## config.mk

```make
export PLATFORM = sky130hd
export DESIGN_NAME = sdha_host_adapter
export DESIGN_NICKNAME = d
export VERILOG_FILES = /design/src/rtl/sdha_pkg.sv /design/src/rtl/sdha_lane_map.sv /design/src/rtl/sdha_wr_steer.sv /design/src/rtl/sdha_rd_align.sv /design/src/rtl/sdha_host_adapter.sv
export SDC_FILE = /design/constraint.sdc
export NUM_CORES = 1
export LEC_CHECK = 0
export BUFFER_PORTS_ARGS = -buffer_cell sky130_fd_sc_hd__buf_2
export CAP_MARGIN = 20
export CORE_ASPECT_RATIO = 2
export CORE_MARGIN = 3
export CORE_UTILIZATION = 32
export DETAILED_ROUTE_END_ITERATION = 6
export GPL_TIMING_DRIVEN = 0
export PLACE_DENSITY = 0.67
export SLEW_MARGIN = 5
export SYNTH_ARGS = -nofsm -noshare
export SYNTH_HDL_FRONTEND = slang
export SYNTH_HIERARCHICAL = 1
export SYNTH_SLANG_ARGS = --single-unit
```

## constraint.sdc

```tcl
create_clock -name clk -period 2.7 [get_ports clk]
set_clock_uncertainty 0.05 [all_clocks]
set_input_delay 0.54 -clock clk [delete_from_list [all_inputs] [get_ports clk]]
set_output_delay 0.54 -clock clk [all_outputs]
set_load 0.01 [all_outputs]
```

## src/rtl/sdha_pkg.sv

```systemverilog
package sdha_pkg;
  typedef enum logic [1:0] {
    XK_READ  = 2'd0,
    XK_WRITE = 2'd1,
    XK_MODE  = 2'd2
  } xfer_kind_t;

  typedef enum logic [1:0] {
    ST_IDLE = 2'd0,
    ST_PEND = 2'd1,
    ST_HOLD = 2'd2
  } adapter_state_t;

  localparam logic [1:0] SZ_BYTE = 2'd1;
  localparam logic [1:0] SZ_HALF = 2'd2;
endpackage

```

## src/rtl/sdha_lane_map.sv

```systemverilog
module sdha_lane_map #(
  parameter int LANES  = 4,
  parameter int LANE_W = 2
) (
  input  logic [1:0]        size_code,
  input  logic [LANE_W-1:0] lane_addr,
  output logic [LANES-1:0]  lane_en,
  output logic [LANE_W-1:0] lane_base
);
  import sdha_pkg::*;

  int span;

  always_comb begin
    unique case (size_code)
      SZ_BYTE: span = 1;
      SZ_HALF: span = 2;
      default: span = LANES;
    endcase
    lane_base = lane_addr & ~LANE_W'(span - 1);
  end

  for (genvar i = 0; i < LANES; i++) begin : g_lane
    assign lane_en[i] = (i >= int'(lane_base)) && (i < int'(lane_base) + span);
  end
endmodule

```

## src/rtl/sdha_wr_steer.sv

```systemverilog
module sdha_wr_steer #(
  parameter int LANES  = 4,
  parameter int LANE_W = 2,
  parameter bit RALIGN = 1'b1
) (
  input  logic [8*LANES-1:0] din,
  input  logic [LANES-1:0]   lane_en,
  input  logic [LANE_W-1:0]  lane_base,
  output logic [8*LANES-1:0] dout
);
  logic [8*LANES-1:0] placed;

  if (RALIGN) begin : g_shift
    assign placed = din << {lane_base, 3'b000};
  end else begin : g_keep
    assign placed = din;
  end

  for (genvar i = 0; i < LANES; i++) begin : g_lane
    assign dout[8*i +: 8] = lane_en[i] ? placed[8*i +: 8] : 8'h00;
  end
endmodule

```

## src/rtl/sdha_rd_align.sv

```systemverilog
module sdha_rd_align #(
  parameter int LANES  = 4,
  parameter int LANE_W = 2,
  parameter bit RALIGN = 1'b1
) (
  input  logic [8*LANES-1:0] din,
  input  logic [LANES-1:0]   lane_en,
  input  logic [LANE_W-1:0]  lane_base,
  output logic [8*LANES-1:0] dout
);
  logic [8*LANES-1:0] kept;

  for (genvar i = 0; i < LANES; i++) begin : g_lane
    assign kept[8*i +: 8] = lane_en[i] ? din[8*i +: 8] : 8'h00;
  end

  if (RALIGN) begin : g_shift
    assign dout = kept >> {lane_base, 3'b000};
  end else begin : g_keep
    assign dout = kept;
  end
endmodule

```

## src/rtl/sdha_host_adapter.sv

```systemverilog
module sdha_host_adapter #(
  parameter int DATA_W = 32,
  parameter int COL_W  = 8,
  parameter int ROW_W  = 11,
  parameter int BANK_W = 2,
  parameter int MODE_W = 11,
  parameter bit RALIGN = 1'b1,
  localparam int LANES  = DATA_W / 8,
  localparam int LANE_W = $clog2(LANES),
  localparam int ADDR_W = LANE_W + COL_W + ROW_W + BANK_W
) (
  input  logic              clk,
  input  logic              rst_n,
  input  logic [ADDR_W-1:0] host_addr,
  input  logic              host_cs_n,
  input  logic              host_rd_n,
  input  logic              host_wr_n,
  input  logic [1:0]        host_size,
  input  logic              host_mode_n,
  input  logic [DATA_W-1:0] host_wdata,
  output logic [DATA_W-1:0] host_rdata,
  output logic              host_busy_n,
  output logic              seq_rd_req,
  output logic              seq_wr_req,
  output logic              seq_mode_req,
  input  logic              seq_rd_ack,
  input  logic              seq_wr_ack,
  input  logic              seq_mode_ack,
  output logic [BANK_W-1:0] seq_bank,
  output logic [ROW_W-1:0]  seq_row,
  output logic [COL_W-1:0]  seq_col,
  output logic [MODE_W-1:0] seq_mode_val,
  output logic [LANES-1:0]  seq_byte_mask_n,
  output logic [DATA_W-1:0] seq_wdata,
  input  logic [DATA_W-1:0] seq_rdata
);
  import sdha_pkg::*;

  localparam int COL_LSB  = LANE_W;
  localparam int ROW_LSB  = COL_LSB + COL_W;
  localparam int BANK_LSB = ROW_LSB + ROW_W;

  adapter_state_t      state;
  xfer_kind_t          cap_kind;
  xfer_kind_t          new_kind;
  logic [ADDR_W-1:0]   cap_addr;
  logic [1:0]          cap_size;
  logic [DATA_W-1:0]   cap_wdata;
  logic                start;
  logic                ack_hit;
  logic [LANES-1:0]    lane_en;
  logic [LANE_W-1:0]   lane_base;
  logic [DATA_W-1:0]   rd_aligned;
  logic                data_req;

  assign start = (state == ST_IDLE) && !host_cs_n && (!host_rd_n || !host_wr_n);

  always_comb begin
    if (!host_wr_n) new_kind = host_mode_n ? XK_WRITE : XK_MODE;
    else            new_kind = XK_READ;
  end

  always_comb begin
    unique case (cap_kind)
      XK_READ:  ack_hit = seq_rd_ack;
      XK_WRITE: ack_hit = seq_wr_ack;
      XK_MODE:  ack_hit = seq_mode_ack;
      default:  ack_hit = 1'b0;
    endcase
  end

  sdha_lane_map #(.LANES(LANES), .LANE_W(LANE_W)) u_map (
    .size_code (cap_size),
    .lane_addr (cap_addr[LANE_W-1:0]),
    .lane_en   (lane_en),
    .lane_base (lane_base)
  );

  sdha_wr_steer #(.LANES(LANES), .LANE_W(LANE_W), .RALIGN(RALIGN)) u_wr (
    .din       (cap_wdata),
    .lane_en   (lane_en),
    .lane_base (lane_base),
    .dout      (seq_wdata)
  );

  sdha_rd_align #(.LANES(LANES), .LANE_W(LANE_W), .RALIGN(RALIGN)) u_rd (
    .din       (seq_rdata),
    .lane_en   (lane_en),
    .lane_base (lane_base),
    .dout      (rd_aligned)
  );

  always_ff @(posedge clk or negedge rst_n) begin
    if (!rst_n) begin
      state        <= ST_IDLE;
      cap_kind     <= XK_READ;
      cap_addr     <= '0;
      cap_size     <= '0;
      cap_wdata    <= '0;
      host_busy_n  <= 1'b1;
      host_rdata   <= '0;
      seq_rd_req   <= 1'b0;
      seq_wr_req   <= 1'b0;
      seq_mode_req <= 1'b0;
    end else begin
      unique case (state)
        ST_IDLE: begin
          if (start) begin
            state        <= ST_PEND;
            cap_kind     <= new_kind;
            cap_addr     <= host_addr;
            cap_size     <= host_size;
            cap_wdata    <= host_wdata;
            host_busy_n  <= 1'b0;
            seq_rd_req   <= (new_kind == XK_READ);
            seq_wr_req   <= (new_kind == XK_WRITE);
            seq_mode_req <= (new_kind == XK_MODE);
          end
        end
        ST_PEND: begin
          if (ack_hit) begin
            state        <= ST_HOLD;
            host_busy_n  <= 1'b1;
            seq_rd_req   <= 1'b0;
            seq_wr_req   <= 1'b0;
            seq_mode_req <= 1'b0;
            if (cap_kind == XK_READ) host_rdata <= rd_aligned;
          end
        end
        ST_HOLD: begin
          if (host_cs_n) state <= ST_IDLE;
        end
        default: state <= ST_IDLE;
      endcase
    end
  end

  assign data_req        = seq_rd_req || seq_wr_req;
  assign seq_byte_mask_n = data_req ? ~lane_en : '1;
  assign seq_col         = cap_addr[COL_LSB +: COL_W];
  assign seq_row         = cap_addr[ROW_LSB +: ROW_W];
  assign seq_bank        = cap_addr[BANK_LSB +: BANK_W];
  assign seq_mode_val    = cap_wdata[MODE_W-1:0];
endmodule

```

==> results.md, run 1 <==
- TritonRoute pass-1 iters: 4
- Clock Pin Slew Worst Setup and Hold Paths: about 0.07 ns
- Rows: 67
- Critical Path End Type: primary output
- H-tree levels: 3
- Mux contribution to synthesized area: 0.1200
- Synth area leader: dfrtp_1
- Power consumption: about 0.011 W
- Initial antenna violation count: 0
- Crit path required time: 2.11 ns
- Post-Synth Adder-Cell Area: 0.01145
- Distinct cells, synth: 50
- Layout filler cell count: ~1700
- Port Buf Inserts: 201
- Min setup slack post-route: -0.3946 ns
- F_max: 323.1 MHz
- DRC: 0
- Core area: 16770 µm²
- Worst-path maximum fanout: 5
- Final net count: between 900 and 1000
- Top cells by count, synth: nand2_1 (207), dfrtp_1 (96), buf_4 (34), mux2_2 (34), mux2i_1 (25)
- CP startpoint kind: register
- Worst Max-Slew Pin Slew: between 0.6 and 0.7 ns
- Post-route cell area: 7604 µm²
- Root buf cell: clkbuf_16
- Placed Cells incl. Taps: around 1000
- Die width: 98.38 µm
- Routed WL per cell: roughly 18 µm
- Post-synth EDFFs: 0
- Top delay family on crit path: compound AO/OA/AOI/OAI gates
- WP buf/inv: 3
- MaxCap Viol Count: 0
- CTS buffer count: 9
- Worst setup path class: reg2out
- Fraction of layout cells with a size suffix above 1: 0.4927
- Max_slew headroom: 0.5486
- Largest net degree at the start of global routing: 55
- Number of global-route vias before repair: 5208
- GR Overflow Total: 0
- Max incr delay on CP: 0.41 ns
- PwrDens: approximately 1500 nW/µm²
- Post-Synth Simple-Gate Area: 0.2328
- First-pass GRT wire length: about 28000 µm
- Mapped Cells: between 500 and 600
- I/O pin total: 202
- Yosys warns: 6
- Fin crit period: 3.095 ns
- Die Height: 190.8 µm
- P_leak: between 3 and 4 nW
- Initial core utilization: 0.3257
- Routed WL: approximately 18000 µm
- Hold WC Path Type: in2async
- Vias per std cell: ~5
- Die area: 18770 µm²
- Setup violations, final: 50
- Mean post-synth cell area: 9.304 µm²
- Cell Area, Synth: approximately 5500 µm²
- P&R area growth vs syn: 39.22%
- Antenna diodes: 0
- Post-DRT Antenna Nets: 0
- Clock latency on the worst-skew pair: roughly 0.35 ns
- Post-DP HPWL: 13890 µm
- FFs w/ async S/R, synth: 1.000
- GRT Util Overall: 0.1897
- Period utilization: 1.146
- Sequential area share after synthesis: 0.4447
- Clock Path Buffers: 2
- Sequence of cells on the critical path: inv_2 > ha_2 > mux2_4 > ha_4 > a211o_4 > o21ai_4 > a211oi_2 > nor3b_4 > buf_6 > and2_1 > buf_2
- GPL Wtd Cong: 0.8899
- Compound-Gate Fraction of Synth Area: 0.09370
- Status: complete, but fails checks
- Fin cells: 1027
- Placed cell area: around 6800 µm²
- Vias: 5032
- Post-Syn Nets: 690
- CTS tree: yes
- Main synth FF type: dfrtp_1
- #FFs+latches synth: 97
- Final Hold Vio Count: 0
- Failing checks: negative setup slack
- First DRT Iteration DRCs: 179
- Max-slew violation count: 0
- Largest family of logic cells by synthesized area: simple AND/OR/NAND/NOR gates
- Crit-path slowest cell: dfrtp_1
- Maximum vdd drop: 0.7787 mV
- Share of Yosys cell area claimed by the top area cell type: 0.4399
- Clk sink count: 97
- Worst EP arrival: 2.50 ns
- Top-count cell post-synth: nand2_1
- RSZ-0062 raised after global routing: yes
- Post-synthesis xor/xnor area fraction: 0
- Synth area leaders: dfrtp_1 (44%), nand2_1 (14%), mux2_2 (7.0%)
## metal layers
metal  global-route usage  vias up  part of all wire
met4              0.09890        0             0.039
li1                     -     2382                 -
met2               0.3547      185              0.55
met3              0.03332       38             0.051
met1               0.1980     2427              0.36
met5                    0        -                 0
## stage by stage
stage            util  hold slack, ns  setup WS [ns]  TNS [ns]
2_1_floorplan       -          0.1944        0.02102         0
3_3_place_gp   0.4012          0.3991        -0.5680    -28.48
3_5_place_dp   0.4030          0.3995        -0.6055    -21.91
4_1_cts        0.4376          0.1577        -0.4031    -13.51
5_1_grt        0.4535          0.1820        -0.5512    -18.88
6_report       0.4535          0.1436        -0.3946    -13.48
## flip-flops by register name (all words and copies together) (netlist names)
| signal | cells |
|---|---|
| cap_wdata | 32 |
| host_rdata | 32 |
| cap_addr | 23 |
| cap_kind | 2 |
| cap_size | 2 |
| state | 2 |
| host_busy_n | 1 |
| seq_mode_req | 1 |
| seq_rd_req | 1 |
| seq_wr_req | 1 |
## final cells by class
class,instances,area (µm²),area share
multi-input combinational,418,2820,0.3709
sequential,97,2429,0.3194
timing repair buffer,218,1240,0.1631
buffer,66,540.5,0.07109
tap,207,259.0,0.03406
clock buffer,10,239.0,0.03143
clock inverter,6,50.05,0.006582
inverter,5,26.28,0.003456
## cell families (layout without fill, tap and decap cells)
family / after synthesis / in the layout
and+or+nand+nor: 283 / 283
adders and majority gates: 5 / 5
AOI/OAI and AO/OA: 69 / 69
DFF: 97 / 97
muxes: 61 / 61
buffers and inverters: 72 / 305
## report_power, final
part           internal [W]  switching, W
clock network      0.000662      0.000599
logic               0.00364       0.00376
registers           0.00211      0.000554
## worst paths after layout
kind	startpoint	slack (ns)	depth (start not counted)	end
max	cap_size[1]	-0.39	11	seq_wdata[2]
min	rst_n	0.14	1	cap_wdata[27]
max reg2reg	cap_size[1]	-0.18	14	host_rdata[6]
min reg2reg	host_busy_n	0.41	2	host_busy_n
max in group asynchronous	rst_n	1.76	2	host_rdata[16]
min in group clk	host_addr[7]	0.32	3	cap_addr[7]
## timing repair
action | 4_1_cts | 5_1_grt
pin swaps | 6 | 10
gates resized for setup | 61 | 57
buffers inserted | 10 | 6
endpoints found under the hold margin | 0 | 0
endpoints found under the setup margin | 61 | 60
hold buffers | 0 | 0
## placed cells by master (no fill, tap or decap), drive strengths merged, types with 5 or more instances in the layout
cell type | netlist | layout
o22ai | 14 | 14
mux2 | 36 | 36
o221ai | 6 | 6
nand2 | 207 | 207
nor2 | 19 | 19
a21oi | 7 | 7
buf | 58 | 275
mux2i | 25 | 25
and3 | 6 | 6
and2 | 20 | 20
or2 | 6 | 6
nand2b | 7 | 7
o21ai | 19 | 19
inv | 5 | 7
dfrtp | 96 | 96
clkbuf | 9 | 19
nand3b | 10 | 10
ha | 5 | 5
Power figures use the tool's default switching activity.
==> run 2: changes to the inputs <==
Settings changed: GPL_ROUTABILITY_DRIVEN set to 0, SKIP_CTS_REPAIR_TIMING set to 1.
==> results.md, run 2 (synthesized netlist as in run 1, its figures left out) <==
- RSZ-0062 raised after global routing: yes
- F_max: 321.5 MHz (-0.51%)
- Fin crit period: 3.110 ns (+0.01572 ns)
- GRT Util Overall: 0.1911 (+0.001423)
- Status: complete, but fails checks
- CTS tree: yes
- First DRT Iteration DRCs: 228 (+27%)
- Post-route cell area: 7565 µm² (-0.51%)
- P_leak: 3.963 nW (+0.36%)
- R2r endpoint: host_rdata[9]
- Top Registers: cap_wdata (32), host_rdata (32), cap_addr (23)
- R2R Path Start: cap_size[0]
- Largest net degree at the start of global routing: 61 (+11%)
- First-pass GRT wire length: 27810 µm (unchanged)
- Root buf cell: clkbuf_16
- Core area: 16770 µm² (unchanged)
- Most used routing layer: met2
- Antenna diodes: 0 (unchanged)
- Met1 Resource Use GR: 0.2005 (+0.002496)
- Hold WC Path Type: in2async
- CTS buffer count: 9 (unchanged)
- Die area: 18770 µm² (unchanged)
- Setup violations, final: 60 (+20%)
- Clock Pin Slew Worst Setup and Hold Paths: 0.06 ns (about the same)
- Min setup slack post-route: -0.4104 ns (-0.01572 ns)
- Clock Path Buffers: 2 (unchanged)
- GR Layer Usage met3: 0.03552 (+0.002197)
- TritonRoute pass-1 iters: 4 (unchanged)
- H-tree levels: 3 (unchanged)
- Initial antenna violation count: 0 (unchanged)
- Initial core utilization: 0.3257 (unchanged)
- Worst setup path class: reg2out
- Routing usage on met2: 0.3555 (+0.0007825)
- Critical Path End Type: primary output
- Clock latency on the worst-skew pair: 0.35 ns (about the same)
- Maximum vdd drop: 0.6976 mV (-10%)
- Rows: 67 (unchanged)
- Critical path launch point: cap_size[0]
- Worst R2R Path Depth: 14 (unchanged)
- CP startpoint kind: register
- Max_slew headroom: 0.5511 (+0.002523)
- Commonest cells after routing, fill and taps aside: nand2_1 (194), buf_2 (190), dfrtp_1 (95)
- Setup TNS Final: -15.36 ns (-1.884 ns)
- Final net count: 917 (-0.11%)
- Routed WL: 18400 µm (+2.3%)
- Hold WS: 0.1294 ns (-0.01420 ns)
- Worst-path maximum fanout: 5 (unchanged)
- DRC: 0 (unchanged)
- Vias: 5082 (+0.99%)
- Most common cell after layout, fill and taps aside: nand2_1
- Post-DRT Antenna Nets: 0 (unchanged)
- Placed cell area: 6756 µm² (unchanged)
- Fraction of layout cells with a size suffix above 1: 0.4872 (-0.005503)
- Layout filler cell count: 1668 (-1.9%)
- Max-slew violation count: 0 (unchanged)
- Port Buf Inserts: 201 (unchanged)
- Fin cells: 1026 (-0.097%)
- Final Hold Vio Count: 0 (unchanged)
- Routed WL per cell: 17.93 µm (+2.4%)
- I/O pin total: 202 (unchanged)
- GR Overflow Total: 0 (unchanged)
- P&R area growth vs syn: 38.51%
- R2R Setup Slk: -0.26 ns (-0.08 ns)
- End-of-flow core utilization: 0.4512 (-0.002313)
- Worst Max-Slew Pin Slew: 0.6733 ns (-0.003785 ns)
- Failing checks: negative setup slack
- MaxCap Viol Count: 0 (unchanged)
- Critical path endpoint: seq_wdata[2]
- Clk sink count: 97 (unchanged)
- Placed Cells incl. Taps: 996 (unchanged)
- Die Height: 190.8 µm (unchanged)
- Die width: 98.38 µm (unchanged)
- Crit path required time: 2.11 ns (about the same)
- Number of global-route vias before repair: 5126 (-1.6%)
- Period utilization: 1.152 (+0.005823)
- Worst EP arrival: 2.52 ns (+0.02 ns)
- Post-DP HPWL: 13960 µm (+0.53%)
- Vias per std cell: 4.953 (+1.1%)
- PwrDens: 1486 nW/µm² (-0.17%)
==> run 2: changes by cell type in the layout (fill, tap and decap cells not counted), moves of 5 or more <==
| cell | change |
|---|---|
| and2_1 | -8 |
| and2_4 | +8 |
| buf_2 | -8 |
| nand2_2 | -5 |
| o22ai_1 | +6 |
| o22ai_2 | -5 |
==> run 2: critical path: stages (launching register included) <==
cell and delay [ns]:
dfrtp_1 0.41, inv_2 0.08, ha_4 0.16, mux2_4 0.28, ha_4 0.31, nor2_2 0.04, a211oi_2 0.22, nor3b_4 0.27
buf_6 0.16, and2_4 0.15, buf_6 0.09
==> run 2: area by class of cell <==
| cell class | count | area, µm² | area share |
|---|---|---|---|
| multi-input cells | 418 | 2765 | 0.3655 |
| repair buffers | 217 | 1271 | 0.1680 |
| flip-flops and latches | 97 | 2430 | 0.3212 |
| clock buffers | 11 | 252.7 | 0.03341 |
| inverters | 5 | 23.77 | 0.003143 |
| well taps | 207 | 259.0 | 0.03424 |
| clock inverters | 5 | 36.28 | 0.004797 |
| plain buffers | 66 | 526.8 | 0.06963 |
==> run 2: how the worst min path moves through the flow <==
stage,cells past startpoint,end
3_5_place_dp,2,host_busy_n
6_report,1,cap_wdata[28]
2_1_floorplan,0,cap_addr[0]
5_1_grt,1,cap_wdata[28]
4_1_cts,1,cap_wdata[23]
3_3_place_gp,2,host_busy_n
==> run 2: power breakdown <==
group | switching [W] | internal, W
combinational | 0.00368 | 0.00363
clock | 0.000583 | 0.000681
sequential | 0.000569 | 0.00211
total | 0.00483 | 0.00642
==> run 2: per-stage QoR <==
| step | total power, W | setup WS (ns) |
|---|---|---|
| after floorplan | 0.006341 | 0.02102 |
| after global placement | 0.008428 | -0.5688 |
| after detailed placement | 0.008507 | -0.6144 |
| after CTS | 0.009822 | -0.8280 |
| after global routing | 0.01197 | -0.4959 |
| final | 0.01124 | -0.4104 |
==> run 2: routing by layer <==
layer  routed length (µm)  share of wire  up-vias
met2                10210           0.55      216
met4                  733          0.040        0
met3                  982          0.053       43
li1                     -              -     2377
met1                 6473           0.35     2446
met5                    0              0        -
